File: config.mk
export PLATFORM = sky130hd
export DESIGN_NAME = ibr_bridge
export DESIGN_NICKNAME = d
export VERILOG_FILES = /design/src/rtl/ibr_pkg.sv /design/src/rtl/ibr_window.sv /design/src/rtl/ibr_seq.sv /design/src/rtl/ibr_bank.sv /design/src/rtl/ibr_bridge.sv
export SDC_FILE = /design/constraint.sdc
export NUM_CORES = 1
export LEC_CHECK = 0
export ABC_AREA = 1
export CORE_UTILIZATION = 50
export DETAILED_ROUTE_END_ITERATION = 6
export DONT_BUFFER_PORTS = 1
export PLACE_DENSITY = 0.61
export SLEW_MARGIN = 20
export SYNTH_ARGS = -nofsm -noshare
export SYNTH_HDL_FRONTEND = slang
export SYNTH_SLANG_ARGS = --single-unit
File: constraint.sdc
create_clock -name clk -period 6.5 [get_ports clk]
set_clock_uncertainty 0.2 [all_clocks]
set_input_delay 0.325 -clock clk [delete_from_list [all_inputs] [get_ports clk]]
set_output_delay 0.325 -clock clk [all_outputs]
set_load 0.005 [all_outputs]
File: src/rtl/ibr_pkg.sv
package ibr_pkg;
    localparam int DATA_W = 32;
    localparam int HW_W   = 16;
    localparam int WIN_AW = 2;
    localparam int ADDR_KEEP_W = 20;

    localparam logic [WIN_AW-1:0] WIN_ADDR  = 2'd0;
    localparam logic [WIN_AW-1:0] WIN_WDATA = 2'd1;
    localparam logic [WIN_AW-1:0] WIN_CMD   = 2'd2;
    localparam logic [WIN_AW-1:0] WIN_STAT  = 2'd3;

    localparam logic [DATA_W-1:0] CMD_WR = 32'd1;
    localparam logic [DATA_W-1:0] CMD_RD = 32'd2;
    localparam logic [3:0]        OFS_TAG = 4'h3;

    typedef enum logic [1:0] {
        STS_NORESP  = 2'b00,
        STS_OK      = 2'b01,
        STS_REQFAIL = 2'b10,
        STS_RSPERR  = 2'b11
    } sts_e;

    typedef struct packed {
        logic            wr;
        logic [HW_W-1:0] haddr;
        logic [HW_W-1:0] wdata;
    } be_req_t;

    typedef struct packed {
        logic            err;
        logic [HW_W-1:0] rdata;
    } be_rsp_t;

    typedef struct packed {
        logic            ready;
        sts_e            sts;
        logic [HW_W-1:0] data;
    } result_t;

    function automatic logic [DATA_W-1:0] pack_status(input result_t r);
        return {13'd0, r.ready, r.sts, r.data};
    endfunction

    function automatic logic tag_ok(input logic [ADDR_KEEP_W-1:0] a);
        return a[19:16] == OFS_TAG;
    endfunction

    function automatic logic cmd_known(input logic [DATA_W-1:0] v);
        return (v == CMD_WR) || (v == CMD_RD);
    endfunction
endpackage

File: src/rtl/ibr_window.sv
module ibr_window
    import ibr_pkg::*;
(
    input  logic              clk,
    input  logic              rst,
    input  logic              host_req_vld,
    input  logic              host_req_wr,
    input  logic [WIN_AW-1:0] host_req_addr,
    input  logic [DATA_W-1:0] host_req_wdata,
    output logic              host_rsp_vld,
    output logic [DATA_W-1:0] host_rsp_rdata,
    input  logic              busy,
    input  result_t           res,
    output logic [DATA_W-1:0] addr_q,
    output logic [DATA_W-1:0] wdata_q,
    output logic              launch,
    output logic              launch_rd
);
    logic              wr_acc;
    logic              rd_acc;
    logic [DATA_W-1:0] rd_mux;

    assign wr_acc    = host_req_vld && host_req_wr;
    assign rd_acc    = host_req_vld && !host_req_wr;
    assign launch    = wr_acc && (host_req_addr == WIN_CMD) && !busy
                       && cmd_known(host_req_wdata);
    assign launch_rd = (host_req_wdata == CMD_RD);

    always_ff @(posedge clk) begin
        if (rst) begin
            addr_q  <= '0;
            wdata_q <= '0;
        end else if (wr_acc) begin
            if (host_req_addr == WIN_ADDR)  addr_q  <= host_req_wdata;
            if (host_req_addr == WIN_WDATA) wdata_q <= host_req_wdata;
        end
    end

    always_comb begin
        case (host_req_addr)
            WIN_ADDR:  rd_mux = addr_q;
            WIN_WDATA: rd_mux = wdata_q;
            WIN_STAT:  rd_mux = pack_status(res);
            default:   rd_mux = '0;
        endcase
    end

    always_ff @(posedge clk) begin
        if (rst) begin
            host_rsp_vld   <= 1'b0;
            host_rsp_rdata <= '0;
        end else begin
            host_rsp_vld <= rd_acc;
            if (rd_acc) host_rsp_rdata <= rd_mux;
        end
    end

    // every accepted read is answered in the next cycle
    assert_rsp_follows_R2: assert property (@(posedge clk) disable iff (rst)
        rd_acc |=> host_rsp_vld);
endmodule

File: src/rtl/ibr_seq.sv
module ibr_seq
    import ibr_pkg::*;
#(
    parameter int TIMEOUT = 16
) (
    input  logic                   clk,
    input  logic                   rst,
    input  logic                   launch,
    input  logic                   launch_rd,
    input  logic [ADDR_KEEP_W-1:0] addr_in,
    input  logic [HW_W-1:0]        wdata_in,
    output logic                   be_req_vld,
    output be_req_t                be_req,
    input  logic                   be_rsp_vld,
    input  be_rsp_t                be_rsp,
    output result_t                res,
    output logic                   busy
);
    localparam int TMO_W = $clog2(TIMEOUT + 1);
    localparam logic [TMO_W-1:0] TMO_LAST = TMO_W'(TIMEOUT - 1);

    typedef enum logic {S_IDLE, S_WAIT} state_e;
    state_e           state;
    logic [TMO_W-1:0] tmo;

    assign busy = (state != S_IDLE);

    always_ff @(posedge clk) begin
        if (rst) begin
            state      <= S_IDLE;
            tmo        <= '0;
            be_req_vld <= 1'b0;
            be_req     <= '0;
            res        <= '{ready: 1'b0, sts: STS_NORESP, data: '0};
        end else begin
            be_req_vld <= 1'b0;
            case (state)
                S_IDLE: begin
                    if (launch) begin
                        if (!tag_ok(addr_in)) begin
                            res <= '{ready: 1'b1, sts: STS_REQFAIL, data: '0};
                        end else begin
                            res        <= '{ready: 1'b0, sts: STS_NORESP, data: '0};
                            be_req_vld <= 1'b1;
                            be_req     <= '{wr: !launch_rd, haddr: addr_in[HW_W-1:0],
                                            wdata: wdata_in};
                            tmo        <= '0;
                            state      <= S_WAIT;
                        end
                    end
                end
                default: begin
                    if (be_rsp_vld) begin
                        res.ready <= 1'b1;
                        res.sts   <= be_rsp.err ? STS_RSPERR : STS_OK;
                        res.data  <= (!be_rsp.err && !be_req.wr) ? be_rsp.rdata : '0;
                        state     <= S_IDLE;
                    end else if (tmo == TMO_LAST) begin
                        res   <= '{ready: 1'b1, sts: STS_NORESP, data: '0};
                        state <= S_IDLE;
                    end else begin
                        tmo <= tmo + 1'b1;
                    end
                end
            endcase
        end
    end

    // a launch clears ready unless it is refused at once
    assert_clear_on_launch_R5: assert property (@(posedge clk) disable iff (rst)
        launch |=> (!res.ready || res.sts == STS_REQFAIL));
    // a bad tag never produces a bank request
    assert_badtag_no_req_R6: assert property (@(posedge clk) disable iff (rst)
        (launch && !tag_ok(addr_in)) |=> !be_req_vld);
    // the wait counter stays inside the timeout window
    assert_timeout_bound_R8: assert property (@(posedge clk) disable iff (rst)
        (state == S_WAIT) |-> (tmo <= TMO_LAST));
    // bank requests are single-cycle pulses
    assert_req_pulse_R3: assert property (@(posedge clk) disable iff (rst)
        be_req_vld |=> !be_req_vld);
    // data field is zero on any non-OK completion
    assert_data_zero_R10: assert property (@(posedge clk) disable iff (rst)
        (res.ready && res.sts != STS_OK) |-> (res.data == '0));
endmodule

File: src/rtl/ibr_bank.sv
module ibr_bank
    import ibr_pkg::*;
#(
    parameter int DEPTH = 16,
    parameter int LAT   = 3
) (
    input  logic    clk,
    input  logic    rst,
    input  logic    req_vld,
    input  be_req_t req,
    output logic    rsp_vld,
    output be_rsp_t rsp
);
    localparam int IDX_W = $clog2(DEPTH);
    localparam int LAT_W = $clog2(LAT + 1);
    localparam logic [HW_W-1:0] LIM_OK  = HW_W'(DEPTH);
    localparam logic [HW_W-1:0] LIM_ERR = HW_W'(2 * DEPTH);

    logic [HW_W-1:0]  mem [DEPTH];
    logic [IDX_W-1:0] idx;
    logic             in_ok;
    logic             answers;
    logic [LAT_W-1:0] cnt;

    assign idx     = req.haddr[IDX_W-1:0];
    assign in_ok   = req.haddr < LIM_OK;
    assign answers = req.haddr < LIM_ERR;

    for (genvar g = 0; g < DEPTH; g++) begin : g_reg
        always_ff @(posedge clk) begin
            if (rst)
                mem[g] <= '0;
            else if (req_vld && req.wr && in_ok && idx == IDX_W'(g))
                mem[g] <= req.wdata;
        end
    end

    always_ff @(posedge clk) begin
        if (rst) begin
            cnt     <= '0;
            rsp_vld <= 1'b0;
            rsp     <= '0;
        end else begin
            rsp_vld <= 1'b0;
            if (req_vld && answers) begin
                cnt       <= LAT_W'(LAT);
                rsp.err   <= !in_ok;
                rsp.rdata <= (in_ok && !req.wr) ? mem[idx] : '0;
            end else if (cnt != '0) begin
                cnt     <= cnt - 1'b1;
                rsp_vld <= (cnt == LAT_W'(1));
            end
        end
    end

    // error responses carry no data
    assert_err_nodata_R7: assert property (@(posedge clk) disable iff (rst)
        (rsp_vld && rsp.err) |-> (rsp.rdata == '0));
endmodule

File: src/rtl/ibr_bridge.sv
module ibr_bridge
    import ibr_pkg::*;
#(
    parameter int DEPTH   = 16,
    parameter int LAT     = 3,
    parameter int TIMEOUT = 16
) (
    input  logic              clk,
    input  logic              rst,
    input  logic              host_req_vld,
    output logic              host_req_rdy,
    input  logic              host_req_wr,
    input  logic [WIN_AW-1:0] host_req_addr,
    input  logic [DATA_W-1:0] host_req_wdata,
    output logic              host_rsp_vld,
    output logic [DATA_W-1:0] host_rsp_rdata
);
    logic [DATA_W-1:0] addr_q;
    logic [DATA_W-1:0] wdata_q;
    logic              launch;
    logic              launch_rd;
    logic              busy;
    result_t           res;
    logic              be_req_vld;
    be_req_t           be_req;
    logic              be_rsp_vld;
    be_rsp_t           be_rsp;

    assign host_req_rdy = 1'b1;

    ibr_window u_window (
        .clk            (clk),
        .rst            (rst),
        .host_req_vld   (host_req_vld),
        .host_req_wr    (host_req_wr),
        .host_req_addr  (host_req_addr),
        .host_req_wdata (host_req_wdata),
        .host_rsp_vld   (host_rsp_vld),
        .host_rsp_rdata (host_rsp_rdata),
        .busy           (busy),
        .res            (res),
        .addr_q         (addr_q),
        .wdata_q        (wdata_q),
        .launch         (launch),
        .launch_rd      (launch_rd)
    );

    ibr_seq #(.TIMEOUT(TIMEOUT)) u_seq (
        .clk        (clk),
        .rst        (rst),
        .launch     (launch),
        .launch_rd  (launch_rd),
        .addr_in    (addr_q[ADDR_KEEP_W-1:0]),
        .wdata_in   (wdata_q[HW_W-1:0]),
        .be_req_vld (be_req_vld),
        .be_req     (be_req),
        .be_rsp_vld (be_rsp_vld),
        .be_rsp     (be_rsp),
        .res        (res),
        .busy       (busy)
    );

    ibr_bank #(.DEPTH(DEPTH), .LAT(LAT)) u_bank (
        .clk     (clk),
        .rst     (rst),
        .req_vld (be_req_vld),
        .req     (be_req),
        .rsp_vld (be_rsp_vld),
        .rsp     (be_rsp)
    );

    // a bank request only follows a window address carrying the 0x3 tag
    assert_req_tag_R6: assert property (@(posedge clk) disable iff (rst)
        be_req_vld |-> ($past(addr_q[19:16]) == OFS_TAG));
endmodule

==> summary.md <==
| Metric | Value |
|---|---|
| Status | `complete, no violations` |
| Slew margin rel. | `0.263` |
| Synth Instances | `between 2,000 and 2,500` |
| Antenna diode count | `0` |
| Seq cells post-synth | `436` |
| Num rows | `slightly above 70` |
| Setup Viol. Count Final | `0` |
| DRT Pass-1 Iters | `6` |
| Internal Power | `between 4 and 5 mW` |
| Cell area power density | `276 nW/um^2` |
| Via count | `between 10,000 and 15,000` |
| Sw frac | `0.218` |
| First-pass GRT wire length | `82,000 um` |
| Syn nets | `approximately 2,200` |
| Die width | `between 150 and 200 um` |
| Hold_ws | `0.0465 ns` |
| Clk buf depth | `3` |
| Grt ovf | `0` |
| F_max | `270 MHz` |
| Sequential area share after synthesis | `0.590` |
| Worst-Skew Late Latency | `0.58 ns` |
| Cell area after synthesis | `19,100 um^2` |
| Total Neg Setup Slack | `0 ns` |
| Initial core utilization | `0.508` |
| Sw power | `about 1.3 mW` |
| Worst vdd ir | `0.000208 V` |
| Number of distinct library cells after synthesis | `35` |
| Cts hold-fix bufs | `37` |
| Nets@finish | `between 2,000 and 2,500` |
| Largest net degree at the start of global routing | `117` |
| Design Area, Final | `21,200 um^2` |
| Final core occ | `0.563` |
| # Post-CTS Setup Buffers | `0` |
| P_leak | `between 7 and 8 nW` |
| Area grow syn2layout | `10.8%` |
| CP arrival | `3.96 ns` |
| Minimum clock period | `about 3.7 ns` |
| Area post-placement | `19,300 um^2` |
| Worst Path Max Fanout | `69` |
| CP Launch Type | `flip-flop` |
| # Max-Cap Violations | `0` |
| RSZ-0062 raised after global routing | `no` |
| Fin. Hold Viols | `0` |
| Slew Limit Fails | `0` |
| Clock sinks | `around 440` |
| CTS resizes | `0` |
| WL final | `approximately 54,000 um` |
| GPL Wtd Cong | `0.821` |
| Post-detail-place hpwl | `around 33,000 um` |
| DRT antenna net count | `0` |
| Number of global-route vias before repair | `13,987` |
| TritonCTS clock tree | `done` |
| Die height | `198 um` |
| Synth Warn # | `0` |
| Core area | `approximately 38,000 um^2` |
| Remaining DRCs | `0` |
| Clock transition at path regs | `0.06 ns` |
| Worst-Margin Slew | `1.10 ns` |
| CTS root buf | `clkbuf_16` |
| H-tree depth | `2` |
| Total global-route track usage | `0.280` |
| Io pins | `72` |
| Sequential power share | `0.523` |
| WL per Instance | `between 20 and 25 um` |
| Mapped Avg Cell Area | `9.05 um^2` |
| Drt first-iter violations | `1,444` |
| Port Buffers | `0` |
| Share of layout cells above drive strength 1 | `0.110` |
| WS Path Type | `reg -> reg` |
| Combinational share of power | `0.038` |
| Worst EP required | `6.75 ns` |
| Initial antenna violation count | `0` |
| Period Utilization, post-route | `0.570` |
| Crit. End Element | `flip-flop` |
| CTS Buf Count | `between 40 and 50` |
| Clock Power Share | `0.439` |
| Vias per cell | `~5.6` |
| Total Die Area | `39,100 um^2` |
| Hold Crit Class | `in -> reg` |
cells by family after synthesis:
logic type      count (synthesis)  synth area share
other cells                     1          0.000196
buf+inv                       254            0.0576
compound gates                265            0.0734
flops                         436             0.590
xor+xnor                        2          0.000916
fa+ha+maj                       4           0.00262
simple gates                 1152             0.275
layout make-up:
class                   count  area [um^2]
fillers                  3387        16500
multi-input cells        1424         6750
well taps                 511          639
clock buffers              74         1370
inverters                 111          420
clock inverters            12         97.6
repair buffers             68          621
flip-flops and latches    436        11300
through the flow:
step           setup slack (ns)  total power [mW]  std cells
6_report                   2.79              5.86       2636
5_1_grt                    2.57              6.01       2636
4_1_cts                    2.81              5.89       2636
3_5_place_dp               2.84              3.31       2513
3_3_place_gp               2.86              3.31       2513
2_1_floorplan              3.52              3.25       2114
flip-flops by register name, indices dropped and copies added (netlist names), named ones only:
| name | count |
|---|---|
| u_bank.rsp_vld | 1 |
| u_seq.be_req | 33 |
| u_seq.busy | 1 |
| u_seq.be_req_vld | 1 |
| u_seq.res | 19 |
| u_bank.mem | 256 |
| u_bank.cnt | 2 |
| u_bank.rsp | 17 |
| u_seq.tmo | 5 |
| u_window.wdata_q | 32 |
| u_window.addr_q | 32 |
| u_window.host_rsp_vld | 1 |
| u_window.host_rsp_rdata | 32 |
cell usage in the layout (no fill, tap or decap), drive strengths merged, types with 2 or more instances in the layout:
master         n
a21oi        107
a31o           4
buf           32
clkbuf        74
clkinv        14
dfxtp        180
dlygate4sd3   36
edfxtp       256
ha             4
inv          108
nand2        423
nand3        260
nand4         18
nor2         442
nor3           5
o211ai         3
o21ai        135
o21bai         2
o221ai        13
xor2           2
path summary, 6_finish.rpt:
path                                     startpoint                           endpoint  slack, ns  cells past startpoint
setup / recovery                          flip-flop        u_bank.rsp[14]$_SDFFE_PP0P_       2.79                     10
hold / removal                    host_req_wdata[7]      u_seq.be_req[32]$_SDFFE_PP0P_       0.05                      5
setup reg to reg                          flip-flop        u_bank.rsp[14]$_SDFFE_PP0P_       2.79                     10
hold reg to reg   u_window.wdata_q[26]$_SDFFE_PP0P_  u_window.wdata_q[26]$_SDFFE_PP0P_       0.25                      2
power groups by stage:
stage | Combinational [mW] | Sequential [mW] | Clock [mW]
2_1_floorplan | 0.144 | 3.11 | 0
3_3_place_gp | 0.187 | 3.12 | 0
3_5_place_dp | 0.192 | 3.12 | 0
4_1_cts | 0.222 | 3.06 | 2.60
5_1_grt | 0.248 | 3.07 | 2.70
6_report | 0.223 | 3.06 | 2.57
worst max-delay path: stages, from the launching register on:
cell      delay [ns]
dfxtp_4         0.83
clkinv_2        1.02
buf_4           0.69
nor2_1          0.18
nor2_1          0.05
o21ai_0         0.10
nand3_1         0.09
nand3_1         0.09
nand2_1         0.06
nand2_1         0.06
a21oi_1         0.06
synthesized netlist by cell type (all sizes together):
cell type  count  area, um^2
ha             4        50.1
o221ai        13         114
conb           1        3.75
nand3b         1        7.51
nand3        260        1310
edfxtp       256        7690
o21ai        135         676
o211ai         3        22.5
xor2           2        17.5
clkbuf        94         353
clkinv         3        11.3
nor2         442        1950
a31o           4        35.0
a31oi          1        6.26
nor3           5        25.0
inv          108         405
a21oi        107         536
o21bai         2        15.0
nand4         18         368
nand2        423        1590
nor3b          1        7.51
buf           49         333
and3           1        6.26
dfxtp        180        3600
or2            1        6.26
layer usage:
| layer | global-route usage | vias to the layer above | part of all wire |
|---|---|---|---|
| met2 | 0.435 | 494 | 0.45 |
| met5 | 0 | - | 0 |
| li1 | - | 6980 | - |
| met3 | 0.0611 | 111 | 0.075 |
| met4 | 0.111 | 0 | 0.035 |
| met1 | 0.381 | 7089 | 0.44 |
(Power assumes the default switching activity.)
